[config.mk]
export PLATFORM = sky130hd
export DESIGN_NAME = trig_throttle
export DESIGN_NICKNAME = d
export VERILOG_FILES = /design/src/rtl/trig_throttle_pkg.sv /design/src/rtl/tt_occupancy.sv /design/src/rtl/tt_zone.sv /design/src/rtl/tt_merge.sv /design/src/rtl/trig_throttle.sv
export SDC_FILE = /design/constraint.sdc
export NUM_CORES = 1
export LEC_CHECK = 0
export BUFFER_PORTS_ARGS = -buffer_cell sky130_fd_sc_hd__buf_4
export CAP_MARGIN = 40
export CORE_MARGIN = 5
export CORE_UTILIZATION = 50
export DETAILED_ROUTE_END_ITERATION = 8
export HOLD_SLACK_MARGIN = 0.08
export PLACE_DENSITY = 0.75
export SYNTH_ARGS = -nofsm -noshare
export SYNTH_HDL_FRONTEND = slang
export SYNTH_SLANG_ARGS = --single-unit
[constraint.sdc]
create_clock -name clk -period 2.6 [get_ports clk]
set_input_delay 0.13 -clock clk [delete_from_list [all_inputs] [get_ports clk]]
set_output_delay 0.13 -clock clk [all_outputs]
set_load 0.05 [all_outputs]
[src/rtl/trig_throttle_pkg.sv]
package trig_throttle_pkg;

    typedef enum logic [1:0] {
        FILL_EMPTY = 2'd0,
        FILL_PART  = 2'd1,
        FILL_FULL  = 2'd2
    } fill_t;

    typedef enum logic [1:0] {
        ACT_HOLD,
        ACT_INC,
        ACT_DEC,
        ACT_CLR
    } act_t;

    typedef enum logic [1:0] {
        ZN_OK,
        ZN_WARN,
        ZN_BUSY
    } zone_t;

    function automatic act_t decode_act(input logic inc, input logic dec, input logic clr);
        if (clr)              return ACT_CLR;
        else if (inc && !dec) return ACT_INC;
        else if (dec && !inc) return ACT_DEC;
        else                  return ACT_HOLD;
    endfunction

endpackage

[src/rtl/tt_occupancy.sv]
module tt_occupancy
    import trig_throttle_pkg::*;
#(
    parameter int CAP   = 10,
    parameter int CNT_W = $clog2(CAP + 1)
) (
    input  logic             clk,
    input  logic             rst_n,
    input  logic             inc_i,
    input  logic             dec_i,
    input  logic             clr_i,
    output logic [CNT_W-1:0] count_o,
    output fill_t            fill_o,
    output logic             ovf_o,
    output logic             udf_o
);
    localparam logic [CNT_W-1:0] CAP_V  = CNT_W'(CAP);
    localparam logic [CNT_W-1:0] LAST_V = CNT_W'(CAP - 1);

    act_t             act;
    fill_t            state_q, state_d;
    logic [CNT_W-1:0] cnt_q, cnt_d;
    logic             ovf_q, ovf_d, udf_q, udf_d;

    assign act = decode_act(inc_i, dec_i, clr_i);

    // State register
    always_ff @(posedge clk or negedge rst_n) begin
        if (!rst_n) begin
            state_q <= FILL_EMPTY;
            cnt_q   <= '0;
            ovf_q   <= 1'b0;
            udf_q   <= 1'b0;
        end else begin
            state_q <= state_d;
            cnt_q   <= cnt_d;
            ovf_q   <= ovf_d;
            udf_q   <= udf_d;
        end
    end

    // Transitions and counter update
    always_comb begin
        state_d = state_q;
        cnt_d   = cnt_q;
        ovf_d   = ovf_q;
        udf_d   = udf_q;
        if (act == ACT_CLR) begin
            state_d = FILL_EMPTY;               // Clear
            cnt_d   = '0;
            ovf_d   = 1'b0;
            udf_d   = 1'b0;
        end else begin
            unique case (state_q)
                FILL_EMPTY: begin
                    if (act == ACT_INC) begin
                        cnt_d   = cnt_q + 1'b1;
                        state_d = (CAP == 1) ? FILL_FULL : FILL_PART;   // Fill
                    end else if (act == ACT_DEC) begin
                        udf_d = 1'b1;
                    end
                end
                FILL_PART: begin
                    if (act == ACT_INC) begin
                        cnt_d = cnt_q + 1'b1;
                        if (cnt_q == LAST_V) state_d = FILL_FULL;       // Top
                    end else if (act == ACT_DEC) begin
                        cnt_d = cnt_q - 1'b1;
                        if (cnt_q == 1) state_d = FILL_EMPTY;           // Drain
                    end
                end
                FILL_FULL: begin
                    if (act == ACT_INC) begin
                        ovf_d = 1'b1;
                    end else if (act == ACT_DEC) begin
                        cnt_d   = cnt_q - 1'b1;
                        state_d = (CAP == 1) ? FILL_EMPTY : FILL_PART;  // Release
                    end
                end
                default: state_d = FILL_EMPTY;
            endcase
        end
    end

    // Outputs
    always_comb begin
        count_o = cnt_q;
        fill_o  = state_q;
        ovf_o   = ovf_q;
        udf_o   = udf_q;
    end

    p_clear_r1: assert property (@(posedge clk) disable iff (!rst_n)
        clr_i |=> (count_o == '0) && !ovf_o && !udf_o);
    p_inc_r2: assert property (@(posedge clk) disable iff (!rst_n)
        (inc_i && !dec_i && !clr_i && count_o != CAP_V) |=> count_o == $past(count_o) + 1'b1);
    p_dec_r3: assert property (@(posedge clk) disable iff (!rst_n)
        (dec_i && !inc_i && !clr_i && count_o != '0) |=> count_o == $past(count_o) - 1'b1);
    p_hold_r4: assert property (@(posedge clk) disable iff (!rst_n)
        (inc_i && dec_i && !clr_i) |=> $stable(count_o));
    p_no_overflow_r5: assert property (@(posedge clk) disable iff (!rst_n)
        count_o <= CAP_V);
    p_ovf_sticky_r5: assert property (@(posedge clk) disable iff (!rst_n)
        (ovf_o && !clr_i) |=> ovf_o);
    p_udf_sticky_r6: assert property (@(posedge clk) disable iff (!rst_n)
        (udf_o && !clr_i) |=> udf_o);
    p_udf_set_r6: assert property (@(posedge clk) disable iff (!rst_n)
        (dec_i && !inc_i && !clr_i && count_o == '0) |=> udf_o && count_o == '0);
    p_fill_r11: assert property (@(posedge clk) disable iff (!rst_n)
        (fill_o == FILL_EMPTY) == (count_o == '0));

endmodule

[src/rtl/tt_zone.sv]
module tt_zone
    import trig_throttle_pkg::*;
#(
    parameter int CAP   = 10,
    parameter int CNT_W = $clog2(CAP + 1)
) (
    input  logic [CNT_W-1:0] count_i,
    input  logic [CNT_W-1:0] warn_free_i,
    input  logic [CNT_W-1:0] busy_free_i,
    output zone_t            zone_o
);
    localparam logic [CNT_W-1:0] CAP_V = CNT_W'(CAP);

    logic [CNT_W-1:0] free_slots;
    logic             busy_hit, warn_hit;

    always_comb begin
        free_slots = CAP_V - count_i;
        busy_hit   = (free_slots <= busy_free_i);
        warn_hit   = (free_slots <= warn_free_i);
        if (busy_hit)      zone_o = ZN_BUSY;
        else if (warn_hit) zone_o = ZN_WARN;
        else               zone_o = ZN_OK;
    end

endmodule

[src/rtl/tt_merge.sv]
module tt_merge
    import trig_throttle_pkg::*;
(
    input  zone_t zone_i,
    input  logic  ext_err_i,
    input  logic  ext_busy_i,
    input  logic  ext_warn_i,
    input  logic  ext_oos_i,
    output logic  busy_o,
    output logic  warn_o,
    output logic  err_o,
    output logic  oos_o,
    output logic  ready_o
);
    always_comb begin
        busy_o  = (zone_i == ZN_BUSY) | ext_busy_i;
        warn_o  = (zone_i != ZN_OK) | ext_warn_i | busy_o;
        err_o   = ext_err_i;
        oos_o   = ext_oos_i;
        ready_o = !(busy_o | err_o);
    end

endmodule

[src/rtl/trig_throttle.sv]
module trig_throttle
    import trig_throttle_pkg::*;
#(
    parameter int CAP   = 10,
    parameter int CNT_W = $clog2(CAP + 1)
) (
    input  logic             clk,
    input  logic             rst_n,
    input  logic             trig_i,
    input  logic             frame_i,
    input  logic             clr_i,
    input  logic [CNT_W-1:0] warn_free_i,
    input  logic [CNT_W-1:0] busy_free_i,
    input  logic             ext_err_i,
    input  logic             ext_busy_i,
    input  logic             ext_warn_i,
    input  logic             ext_oos_i,
    output logic [CNT_W-1:0] count_o,
    output logic [1:0]       fill_o,
    output logic             busy_o,
    output logic             warn_o,
    output logic             err_o,
    output logic             oos_o,
    output logic             ready_o,
    output logic             ovf_o,
    output logic             udf_o
);
    fill_t fill_s;
    zone_t zone_s;

    tt_occupancy #(.CAP(CAP), .CNT_W(CNT_W)) u_occ (
        .clk     (clk),
        .rst_n   (rst_n),
        .inc_i   (trig_i),
        .dec_i   (frame_i),
        .clr_i   (clr_i),
        .count_o (count_o),
        .fill_o  (fill_s),
        .ovf_o   (ovf_o),
        .udf_o   (udf_o)
    );

    tt_zone #(.CAP(CAP), .CNT_W(CNT_W)) u_zone (
        .count_i     (count_o),
        .warn_free_i (warn_free_i),
        .busy_free_i (busy_free_i),
        .zone_o      (zone_s)
    );

    tt_merge u_merge (
        .zone_i     (zone_s),
        .ext_err_i  (ext_err_i),
        .ext_busy_i (ext_busy_i),
        .ext_warn_i (ext_warn_i),
        .ext_oos_i  (ext_oos_i),
        .busy_o     (busy_o),
        .warn_o     (warn_o),
        .err_o      (err_o),
        .oos_o      (oos_o),
        .ready_o    (ready_o)
    );

    assign fill_o = fill_s;

    p_warn_covers_busy_r8: assert property (@(posedge clk) disable iff (!rst_n)
        busy_o |-> warn_o);
    p_ext_merge_r9: assert property (@(posedge clk) disable iff (!rst_n)
        (ext_busy_i |-> busy_o) and (ext_warn_i |-> warn_o) and
        (ext_err_i |-> err_o) and (ext_oos_i |-> oos_o));
    p_busy_at_full_r7: assert property (@(posedge clk) disable iff (!rst_n)
        (fill_o == 2'd2 && busy_free_i != '0) |-> busy_o);

endmodule

==> run_results.csv <==
group,metric,value,unit
logic_synthesis,main_area_contributors_after_synthesis,"dfrtp_1, ha_1, inv_1, nor2_1, a21oi_1",
floorplan,die_wd,53.6,um
grt,grt_first_pass_wirelength,4.15,mm
floorplan,die_area,0.00288,mm^2
setup_path,reg2reg_slack,0.57,ns
route,drt_pass1_iterations,4,
floorplan,rows,15,
logic_synthesis,synthCells,113,
status,status,"finished, final reports clean",
route,route.antenna.remaining_nets,0,
setup_path,critical-path-top-delay-family,"simple AND/OR/NAND/NOR gates",
timing,hold_viol,0,
grt,grt_antenna_before_repair,0,
timing,setup_viol,0,
timing,maxSlewViolCount,0,
logic_synthesis,synth.lib_cells_used.distinct,39,
final_layout,num_antenna_cells,0,
setup_path,path_class,"reg2out",
logic_synthesis,synthArstFlopShare,100,%
clock_tree,tritoncts,"done",
logic_synthesis,yosysWarningCount,0,
clock_tree,cts.path.max_buffers,2,
power,leakagePower,0.000618,uW
worst_hold_path,worst_hold_path_type,"in2reg",
logic_synthesis,synth-seq-cells,8,
setup_path,rr_endpoint,"u_occ.count_o[0]$_DFFE_PN0P_",
setup_path,timing.rr.start,"u_occ.fill_o[0]$_DFFE_PN0P_",
timing,period_minus_slack,2.51,ns
route,dr.max_layer_used,"met4",
setup_path,critical_path.cell_chain,"inv_2, ha_4, inv_2, ha_4, nor2b_1, o21a_1, o21a_1, o21ai_4, or3_4, buf_8",
grt,overflow,0,
logic_synthesis,dominantRegCellSynth,"dfrtp_1",
route,route.met2.wl,1.29,mm
setup_path,cpPeakStageDelay,0.42,ns
timing,rsz0062_at_grt,"false",
timing,timing.hold.ws,0.102,ns
setup_path,critical_path_peak_fanout,5,
timing,layout_worst_path_cycle_share,96.7,%
timing,fin_worst_skew,0.0131,ns
clock_tree,cts_num_sinks,8,
logic_synthesis,synth_top_cells_by_count,"ha_1, inv_1, nor2_1",
floorplan,design.core.area,0.00176,mm^2
final_layout,drive_above_1_share,37.7,%
floorplan,floorplan.initialDensity,54.0,%
setup_path,cp.arrival,2.38,ns
power,irDropWorstVdd,0.490,mV
setup_path,required,2.47,ns
setup_path,cp_num_cells,10,
flow_run,total_of_max_cap_violations,0,
clock_tree,cts_root_buf,"clkbuf_4",
final_layout,final_nets,179,
logic_synthesis,mappedNetlistArea,952,um^2
placed_design,numPlacedInstances,162,
route,detail_route.wl_per_cell,14.8,um
timing,setup-tns-final,0,ns
logic_synthesis,sequential_cell_area_fraction_in_the_yosys_report,21.0,%
route,dr.first_iter.drc_count,29,
route,route.vias.total,992,
logic_synthesis,most_instantiated_library_cell_after_synthesis,"ha_1",
route,routed_wl,2.54,mm
final_layout,stdcell_count,171,
route,wl_met1,1.07,mm
clock_tree,cts-htree-levels,1,
power,pwr_density_cell,666,mW/mm^2
timing,highest_achievable_clock_rate,398,MHz
logic_synthesis,synth_largest_type_area_fraction,21.0,%
floorplan,io-pin-count,30,
floorplan,die_h,53.6,um
clock_tree,tritoncts_buffer_count,3,
route,post-route-drc-count,0,
setup_path,crit_slowest_cell,"dfrtp_2",
logic_synthesis,mappedNetlistNets,145,
timing,relSlewSlack,76.6,%
route,via_per_inst,5.80,
placed_design,gpl.final_weighted_congestion,0.892,
logic_synthesis,cell_taking_the_most_area_after_synthesis,"dfrtp_1",
final_layout,area_growth,35.9,%
grt,globalRouteTotalUtil,19.8,%
grt,grt_max_degree,12,
setup_path,reg2reg_depth,7,
grt,grt_pass1_vias,991,
placed_design,buffer_ports.inserted,27,
clock_tree,clk-insertion-delay-late,0.27,ns
clock_tree,clk_pin_slew_worst_paths,0.08,ns
worst_hold_path,worst_hold_path.endpoint,"u_occ.count_o[0]$_DFFE_PN0P_",
placed_design,detailedPlacementHpwl,1.85,mm
timing,timing_worst_slew_pin_value,0.342,ns
worst_hold_path,worstHoldPathCells,2,
setup_path,worst-path-buf-inv,3,
route,wl_met3,153,um
setup_path,cp_capture_type,"output port",
logic_synthesis,syn_avg_cell_area,8.43,um^2
worst_hold_path,min_from,"clr_i",
setup_path,start_kind,"register",
logic_synthesis,synth-edff-count,0,
metrics by stage:
stage	utilization, %	power (uW)	setup WS (ns)	cell area (um^2)
after floorplan	-	537	0.0276	973
after global placement	66.7	645	0.270	1180
after detailed placement	66.7	659	0.211	1180
after CTS	70.7	810	0.00792	1250
after global routing	73.3	922	0.000778	1290
final	73.3	862	0.0859	1290
cell usage in the layout, fill, tap and decap left out, drive strengths merged, types with 4 or more instances in the layout:
| master | instances |
|---|---|
| a21oi | 7 |
| buf | 32 |
| o21ai | 8 |
| dfrtp | 8 |
| nor2 | 11 |
| inv | 13 |
| clkbuf | 4 |
| nand2 | 4 |
| nor2b | 5 |
| ha | 15 |
kinds of logic (layout without fill, tap and decap cells):
logic type,count (synthesis),count (layout),share of synthesized area (%)
buf+inv,17,50,9.07
compound gates,34,34,25.6
simple gates,37,37,22.7
fa+ha+maj,15,15,19.7
flops,8,8,21.0
xor+xnor,2,2,1.84
power by group:
group	internal [uW]	total (uW)	switching [uW]
clock	59.4	117	57.2
combinational	236	578	341
sequential	144	168	24.3
total	439	862	423
how the worst max path moves through the flow:
stage,startpoint,end
CTS,u_occ.count_o[0]$_DFFE_PN0P_,warn_o
detailed placement,u_occ.count_o[0]$_DFFE_PN0P_,warn_o
global placement,u_occ.count_o[1]$_DFFE_PN0P_,warn_o
finish,u_occ.count_o[0]$_DFFE_PN0P_,warn_o
global route,u_occ.count_o[0]$_DFFE_PN0P_,warn_o
floorplan,u_occ.count_o[0]$_DFFE_PN0P_,warn_o
layer usage:
| metal | global-route usage, % | vias to the layer above |
|---|---|---|
| met1 | 24.1 | 484 |
| met4 | 7.23 | 0 |
| met2 | 35.1 | 30 |
| li1 | - | 475 |
| met3 | 2.77 | 3 |
| met5 | 0 | - |
flip-flops by register name, summed over array words and instances (netlist names):
register and flops:
u_occ.count_o 4, u_occ.udf_o 1, u_occ.ovf_o 1, u_occ.fill_o 2
cell type report:
type / count / area (um^2)
inverters: 13 / 48.8
clock buffers: 4 / 26.3
well taps: 25 / 31.3
multi-input cells: 88 / 727
fillers: 152 / 470
flip-flops and latches: 8 / 203
repair buffers: 33 / 258
repair_timing:
| item | CTS | global route |
|---|---|---|
| setup buffers | 3 | 1 |
| setup endpoints to repair | 1 | 1 |
| endpoints found under the hold margin | 8 | 0 |
| hold buffers | 1 | 0 |
| resized for setup | 2 | 8 |
| pin swaps | 0 | 3 |
| gates cloned | 0 | 0 |
No activity file was read; power rests on OpenSTA's default activity.
